===== src/rtl/secded_codec.sv =====
module secded_codec (
  input  logic        clk,
  input  logic        rst_n,
  input  logic [7:0]  enc_msg,
  output logic [12:0] enc_word,
  input  logic [12:0] dec_word,
  output logic [7:0]  dec_msg,
  output logic [3:0]  dec_syndrome,
  output logic        dec_corr,
  output logic        dec_uncorr
);

  logic [3:0]  chk;
  logic [11:0] cw;

  assign chk[0] = enc_msg[0] ^ enc_msg[1] ^ enc_msg[3] ^ enc_msg[4] ^ enc_msg[6];
  assign chk[1] = enc_msg[0] ^ enc_msg[2] ^ enc_msg[3] ^ enc_msg[5] ^ enc_msg[6];
  assign chk[2] = enc_msg[1] ^ enc_msg[2] ^ enc_msg[3] ^ enc_msg[7];
  assign chk[3] = enc_msg[4] ^ enc_msg[5] ^ enc_msg[6] ^ enc_msg[7];

  assign cw = {enc_msg[7:4], chk[3], enc_msg[3:1], chk[2], enc_msg[0], chk[1], chk[0]};

  logic [3:0]  syn;
  logic        odd;
  logic        in_range;
  logic        fix_pos;
  logic [11:0] flip;
  logic [11:0] fixed;

  assign syn[0] = dec_word[0] ^ dec_word[2] ^ dec_word[4] ^ dec_word[6] ^ dec_word[8] ^ dec_word[10];
  assign syn[1] = dec_word[1] ^ dec_word[2] ^ dec_word[5] ^ dec_word[6] ^ dec_word[9] ^ dec_word[10];
  assign syn[2] = dec_word[3] ^ dec_word[4] ^ dec_word[5] ^ dec_word[6] ^ dec_word[11];
  assign syn[3] = dec_word[7] ^ dec_word[8] ^ dec_word[9] ^ dec_word[10] ^ dec_word[11];

  assign odd      = ^dec_word;
  assign in_range = (syn <= 4'd12);
  assign fix_pos  = odd && (syn != 4'd0) && in_range;

  always_comb begin
    for (int k = 1; k <= 12; k++)
      flip[k-1] = fix_pos && (syn == 4'(k));
  end

  assign fixed = dec_word[11:0] ^ flip;

  always_ff @(posedge clk or negedge rst_n) begin
    if (!rst_n) begin
      enc_word     <= '0;
      dec_msg      <= '0;
      dec_syndrome <= '0;
      dec_corr     <= 1'b0;
      dec_uncorr   <= 1'b0;
    end else begin
      enc_word     <= {^cw, cw};
      dec_msg      <= {fixed[11:8], fixed[6:4], fixed[2]};
      dec_syndrome <= syn;
      dec_corr     <= odd && in_range;
      dec_uncorr   <= (!odd && (syn != 4'd0)) || (odd && !in_range);
    end
  end

endmodule


===== config.mk =====
export PLATFORM = sky130hd
export DESIGN_NAME = secded_codec
export DESIGN_NICKNAME = d
export VERILOG_FILES = /design/src/rtl/secded_codec.sv
export SDC_FILE = /design/constraint.sdc
export NUM_CORES = 1
export LEC_CHECK = 0
export BUFFER_PORTS_ARGS = -buffer_cell sky130_fd_sc_hd__buf_2
export CORE_ASPECT_RATIO = 0.7
export CORE_MARGIN = 4
export CORE_UTILIZATION = 43
export CTS_CLUSTER_SIZE = 16
export DETAILED_ROUTE_END_ITERATION = 8
export PLACE_DENSITY = 0.76
export SLEW_MARGIN = 5
export SYNTH_ARGS = -nofsm -noshare
export SYNTH_HDL_FRONTEND = slang
export SYNTH_SLANG_ARGS = --single-unit

===== constraint.sdc =====
create_clock -name clk -period 0.8 [get_ports clk]
set_input_delay 0.04 -clock clk [delete_from_list [all_inputs] [get_ports clk]]
set_output_delay 0.04 -clock clk [all_outputs]
set_load 0.01 [all_outputs]

==> results.py, run 1 <==
metrics = {
    "layout": {
        "antenna_cells": 0,
        "fillers": 114,
        "area_growth_pct": 87.3,
        "finalInstanceArea_mm2": 0.00247,
        "final_net_count": 224,
        "drive_above_1_share": 0.640,
    },
    "synthesis": {
        "syn_area_mm2": 0.00132,
        "ys_seq_area_frac": 0.513,
        "ys_types": 27,
        "synth_top_area_cell": "dfrtp_1",
        "synth_area_per_cell_um2": 12.9,
        "yosys.area.top_type_share": 0.513,
        "synthesis.instances": 102,
        "synth_seq_cells": 27,
        "ys_top_cells_by_area": "dfrtp_1 (51%), xnor2_1 (19%), xor2_1 (4.0%), xnor2_2 (3.7%), o21ai_1 (3.0%)",
        "synthesis.nets": 125,
        "ys.warnings.count": 0,
    },
    "clock_tree": {
        "cts_made_buffers": 3,
        "path_clk_slew_ns": 0.08,
        "clock-sinks": 27,
        "root_buffer": "clkbuf_8",
        "cts_tree": "yes",
        "clk_path_buf_depth": 2,
        "htree_levels": 1,
    },
    "timing": {
        "setup_slack_ns": -0.495,
        "period_minus_slack_ns": 1.29,
        "max_freq_ghz": 0.772,
        "max-slew-margin-rel": 0.747,
        "setup_viol": 38,
        "min_period_over_period": 1.62,
        "rsz0062_at_grt": "yes",
        "hold_viol": 0,
        "tightest_slew_ns": 0.377,
        "slew_viol_final": 0,
    },
    "worst_setup_path": {
        "critical_path.endpoint_type": "flip-flop",
        "worstPathRequired_ns": 0.98,
        "path_max_fanout": 6,
        "arrival_ns": 1.47,
        "path_class": "input pin to flip-flop",
        "worst_setup_path_start_kind": "input pin",
    },
    "grt": {
        "grt_pass1_wl_um": 6600,
        "grtUsageTotal": 0.228,
        "first_global_vias": 1251,
        "grt_max_degree": 28,
        "antenna_found_initial": 0,
        "grt.overflow.total": 0,
    },
    "place": {
        "dp_hpwl_um": 2390,
        "dpl_cell_area_mm2": 0.00193,
        "gp_congestion": 0.807,
        "dp_slack_ns": -0.727,
        "io_buffers": 49,
    },
    "detailed_routing": {
        "firstDrtPassIters": 4,
        "avgViaCountPerCell": 5.11,
        "post-route-drc-count": 0,
        "postRouteAntennaNets": 0,
        "routedWlPerCell_um": 19.9,
        "drt_iter0_drc": 48,
        "wl_um": 4700,
        "vias": 1205,
    },
    "min_path": {
        "hold_end": "enc_word[0]$_DFF_PN0_",
        "min-delay-start": "enc_msg[0]",
        "hold_path.class": "input pin to flip-flop",
        "min_path_cells": 2,
    },
    "die": {
        "row_count": 16,
        "coreArea_mm2": 0.00286,
        "initial_core_util": 0.460,
        "die_width_um": 74.2,
        "die_y_um": 54.3,
        "dieArea_mm2": 0.00403,
        "ios": 50,
    },
    "run_status": {
        "violations": "setup timing",
        "status": "complete, but fails checks",
    },
    "job": {
        "drv_cap": 0,
    },
    "pwr": {
        "p_per_area_mw_per_mm2": 2010,
        "leakage_uw": 0.00110,
        "irDropWorstVdd_mv": 1.58,
    },
}
## cell type report
cell class | count | area (µm²) | area share
Sequential cell | 27 | 676 | 0.274
Inverter | 2 | 7.51 | 0.00304
Clock buffer | 4 | 45.0 | 0.0183
Multi-Input combinational cell | 71 | 950 | 0.385
Timing Repair Buffer | 96 | 744 | 0.302
Tap cell | 36 | 45.0 | 0.0183
## metal layers
layer | vias to the layer above | part of all wire | routed length [µm] | track usage
met5 | - | 0 | 0 | 0
met4 | 0 | 0.046 | 218 | 0.0452
met3 | 18 | 0.064 | 303 | 0.0367
met2 | 58 | 0.51 | 2410 | 0.412
met1 | 594 | 0.38 | 1770 | 0.292
li1 | 535 | - | - | -
## Yosys cell counts, drive strengths merged
master,n
dfrtp,27
nand2,1
xor3,1
nor4,2
inv,2
nand3,1
and3,2
xor2,7
o31ai,1
and2,2
xnor3,1
nor2,5
and4,2
o211ai,1
o21ai,11
xnor2,31
nor4b,2
buf,2
nor3,1
## how the worst max path moves through the flow
| stage | depth (start not counted) | end | start | slack, ns |
|---|---|---|---|---|
| 2_1_floorplan | 5 | dec_uncorr$_DFF_PN0_ | dec_word[10] | -0.41 |
| 3_3_place_gp | 6 | dec_msg[1]$_DFF_PN0_ | dec_word[10] | -0.68 |
| 3_5_place_dp | 6 | dec_msg[1]$_DFF_PN0_ | dec_word[2] | -0.73 |
| 4_1_cts | 7 | dec_msg[4]$_DFF_PN0_ | dec_word[1] | -0.36 |
| 5_1_grt | 7 | dec_msg[4]$_DFF_PN0_ | dec_word[1] | -0.52 |
| 6_report | 7 | dec_msg[6]$_DFF_PN0_ | dec_word[1] | -0.49 |
## per-stage QoR
step | hold WS, ns | utilization | power, µW | instances | TNS, ns
global placement | 0.0480 | 0.673 | 3420 | 212 | -7.95
finish | 0.0345 | 0.862 | 4950 | 236 | -5.59
detailed placement | 0.0603 | 0.673 | 3480 | 212 | -8.60
CTS | -0.000111 | 0.831 | 4720 | 234 | -4.32
floorplan | -0.256 | - | 2700 | 102 | -3.97
global route | 0.0571 | 0.862 | 5160 | 236 | -6.65
## registers in the layout (all words and copies together) (netlist names)
register      flops
dec_msg           8
dec_uncorr        1
enc_word         13
dec_corr          1
dec_syndrome      4
## logic make-up (layout without fill, tap and decap cells)
logic type,Yosys count,in the layout,share of synthesized area
buffers and inverters,4,102,0.0171
AO/OA/AOI/OAI,13,13,0.0560
XOR/XNOR,40,40,0.311
flip-flops,27,27,0.513
AND/OR/NAND/NOR,18,18,0.103
## cell usage in the layout, fill, tap and decap left out, types with 2 or more instances in the layout
cell,count
clkbuf_8,3
and2_4,2
o21ai_1,2
dfrtp_1,27
buf_4,28
xnor2_1,17
and3_1,2
xnor2_4,9
dlygate4sd3_1,9
nor4b_4,2
buf_6,17
nor2_4,2
buf_8,4
xnor2_2,5
o21ai_4,2
xor2_2,2
nor2_1,3
xor2_1,2
xor2_4,3
buf_2,37
o21ai_2,6
## report_power, final
part	switching (µW)	total, µW	internal, µW
clock network	410	767	357
logic	1240	2510	1270
registers	70.3	1680	1610
## critical path, stage by stage
cell and delay (ns):
buf_8 0.10, xnor2_4 0.21, buf_6 0.14, xnor3_2 0.52, and2_4 0.23, o21ai_2 0.07, xnor2_1 0.16
## repair_timing
action	4_1_cts	5_1_grt
resized for setup	47	18
endpoints found under the setup margin	41	42
hold endpoints to repair	36	0
hold buffers	9	0
pin swaps	24	13
buffers inserted	10	5
Power figures use the tool's default switching activity.
==> run 2, diff against run 1 <==
==> constraint.sdc (replaced) <==
create_clock -name clk -period 1.1 [get_ports clk]
set_input_delay 0.11 -clock clk [delete_from_list [all_inputs] [get_ports clk]]
set_output_delay 0.11 -clock clk [all_outputs]
set_load 0.01 [all_outputs]
==> run 2 against run 1 <==
  * Global-route usage fell by 1.8 points
  * Cell count did not move
  * Sequential share of layout area rose by 0.95 points
  * Final area fell by 3.3%
  * The flow still finishes with violations (setup timing)
  * Count of clock-buffer cells in the layout fell by 1
  * Non-clock buffer count did not move
  * Sequential power fell by 27%
  * Sequential cell count did not move
  * Clock power fell by 25%
  * Setup slack improved by 0.26 ns
  * First-iteration DRC count fell by 15%
==> results.py, run 2 (synthesis results as in run 1) <==
metrics = {
    "clock_tree": {
        "path_clk_slew_ns": 0.10,
        "clk_path_buf_depth": 2,
        "htree_levels": 1,
        "root_buffer": "clkbuf_8",
        "clock-sinks": 27,
        "cts_made_buffers": 3,
        "cts_tree": "yes",
    },
    "die": {
        "initial_core_util": 0.460,
        "die_y_um": 54.3,
        "dieArea_mm2": 0.00403,
        "row_count": 16,
        "coreArea_mm2": 0.00286,
        "die_width_um": 74.2,
        "ios": 50,
    },
    "detailed_routing": {
        "routedWlPerCell_um": 20.1,
        "postRouteAntennaNets": 0,
        "vias": 1236,
        "avgViaCountPerCell": 5.24,
        "post-route-drc-count": 0,
        "drt_iter0_drc": 41,
        "firstDrtPassIters": 4,
        "wl_um": 4730,
    },
    "run_status": {
        "violations": "setup timing",
        "status": "complete, but fails checks",
    },
    "layout": {
        "final_net_count": 224,
        "antenna_cells": 0,
        "fin_util": 0.833,
        "regMostFlops": "enc_word",
        "final_common_cell": "buf_2",
        "drive_above_1_share": 0.620,
        "largest_registers": "enc_word x13, dec_msg x8, dec_syndrome x4",
        "largest_reg_flops": 13,
        "final_cells": 236,
        "fillers": 141,
        "area_growth_pct": 81.0,
        "final_cell_mix": "buf_2 (40), buf_4 (29), dfrtp_1 (27)",
    },
    "job": {
        "drv_cap": 0,
    },
    "grt": {
        "first_global_vias": 1193,
        "grt_pass1_wl_um": 6090,
        "use_met2": 0.381,
        "antenna_found_initial": 0,
        "grt-busiest-layer": "met2",
        "grtUsageTotal": 0.210,
        "met3_usage": 0.0642,
        "gr-usage-met1": 0.246,
        "grt_max_degree": 28,
        "grt.overflow.total": 0,
    },
    "worst_setup_path": {
        "arrival_ns": 1.52,
        "cp_slowest_cell": "xor2_4",
        "worstPathRequired_ns": 1.28,
        "crit_chain": "buf_8 > buf_12 > xnor2_4 > xor2_4 > nor4b_4 > buf_4 > o21ai_1 > xnor2_1",
        "max_stage_delay_ns": 0.31,
        "worst_setup_path_start_kind": "input pin",
        "critical_path.endpoint_type": "flip-flop",
        "path_max_fanout": 5,
        "path_class": "input pin to flip-flop",
    },
    "timing": {
        "slew_viol_final": 0,
        "setup_slack_ns": -0.239,
        "min_period_over_period": 1.22,
        "max_freq_ghz": 0.747,
        "period_minus_slack_ns": 1.34,
        "max-slew-margin-rel": 0.590,
        "setup_viol": 11,
        "rsz0062_at_grt": "yes",
        "tightest_slew_ns": 0.615,
        "hold_viol": 0,
    },
    "pwr": {
        "p_clk_frac": 0.158,
        "comb_power_share": 0.503,
        "p_int_uw": 2370,
        "power_switching_uw": 1250,
        "p_seq_frac": 0.339,
        "irDropWorstVdd_mv": 0.827,
        "p_per_area_mw_per_mm2": 1520,
        "leakage_uw": 0.00108,
        "switching_share": 0.345,
    },
    "place": {
        "gp_congestion": 0.779,
        "io_buffers": 49,
        "dp_hpwl_um": 2360,
        "dp.cells": 208,
    },
    "min_path": {
        "hold_path.class": "input pin to flip-flop",
    },
}
==> run 2: changes by cell type in the layout (fill, tap and decap cells not counted), sizes merged <==
cell | before | now
clkbuf | 5 | 3
dlygate4sd3 | 9 | 7
buf | 86 | 89
clkinv | 0 | 1
==> run 2: repair_timing <==
item | CTS | global route
buffers inserted | 9 | 8
gates cloned | 0 | 0
pin swaps | 16 | 9
resized for setup | 43 | 11
hold endpoints to repair | 33 | 0
hold buffers | 7 | 0
endpoints found under the setup margin | 11 | 13
==> run 2: routing by layer <==
layer | part of all wire | wire (µm)
met3 | 0.080 | 378
met4 | 0.049 | 233
met5 | 0 | 0
met2 | 0.49 | 2310
met1 | 0.38 | 1820
==> run 2: path summary, 6_finish.rpt <==
check / depth (start not counted) / from / to / slack, ns
worst max-delay path: 8 / dec_word[0] / dec_msg[1]$_DFF_PN0_ / -0.24
worst min-delay path: 1 / enc_msg[7] / enc_word[11]$_DFF_PN0_ / 0.03
max in group asynchronous: 2 / rst_n / dec_syndrome[1]$_DFF_PN0_ / 0.31
min in group asynchronous: 2 / rst_n / dec_msg[0]$_DFF_PN0_ / 0.38
==> run 2: cell type report <==
cell class,instances,area [µm²],share of cell area
multi-input cells,71,857,0.359
repair buffers,96,751,0.315
flip-flops and latches,27,676,0.283
well taps,36,45.0,0.0189
clock buffers,3,41.3,0.0173
inverters,2,10.0,0.00420
clock inverters,1,5.00,0.00210
==> run 2: per-stage QoR <==
| step | setup TNS [ns] | setup WS, ns | power, µW | cell area [µm²] | hold slack [ns] |
|---|---|---|---|---|---|
| after floorplan | -1.48 | -0.182 | 1940 | 1400 | -0.186 |
| after global placement | -4.74 | -0.460 | 2460 | 1880 | 0.141 |
| after detailed placement | -4.97 | -0.468 | 2490 | 1880 | 0.153 |
| after CTS | -0.824 | -0.109 | 3370 | 2270 | 0.0123 |
| after global routing | -2.16 | -0.289 | 3750 | 2380 | 0.0226 |
| final | -1.85 | -0.239 | 3620 | 2380 | 0.0343 |
==> run 2: critical path, delay by kind of cell <==
| kind | cells | cell delay (ns) |
|---|---|---|
| buffers and inverters | 3 | 0.38 |
| AO/OA/AOI/OAI | 1 | 0.23 |
| XOR/XNOR | 3 | 0.72 |
| AND/OR/NAND/NOR | 1 | 0.07 |
==> run 2: power groups by stage <==
stage / Sequential, µW / Combinational (µW) / Clock (µW)
after floorplan: 1340 / 603 / 0
after global placement: 1230 / 1230 / 0
after detailed placement: 1230 / 1260 / 0
after CTS: 1210 / 1580 / 576
after global routing: 1240 / 1900 / 608
final: 1230 / 1820 / 573
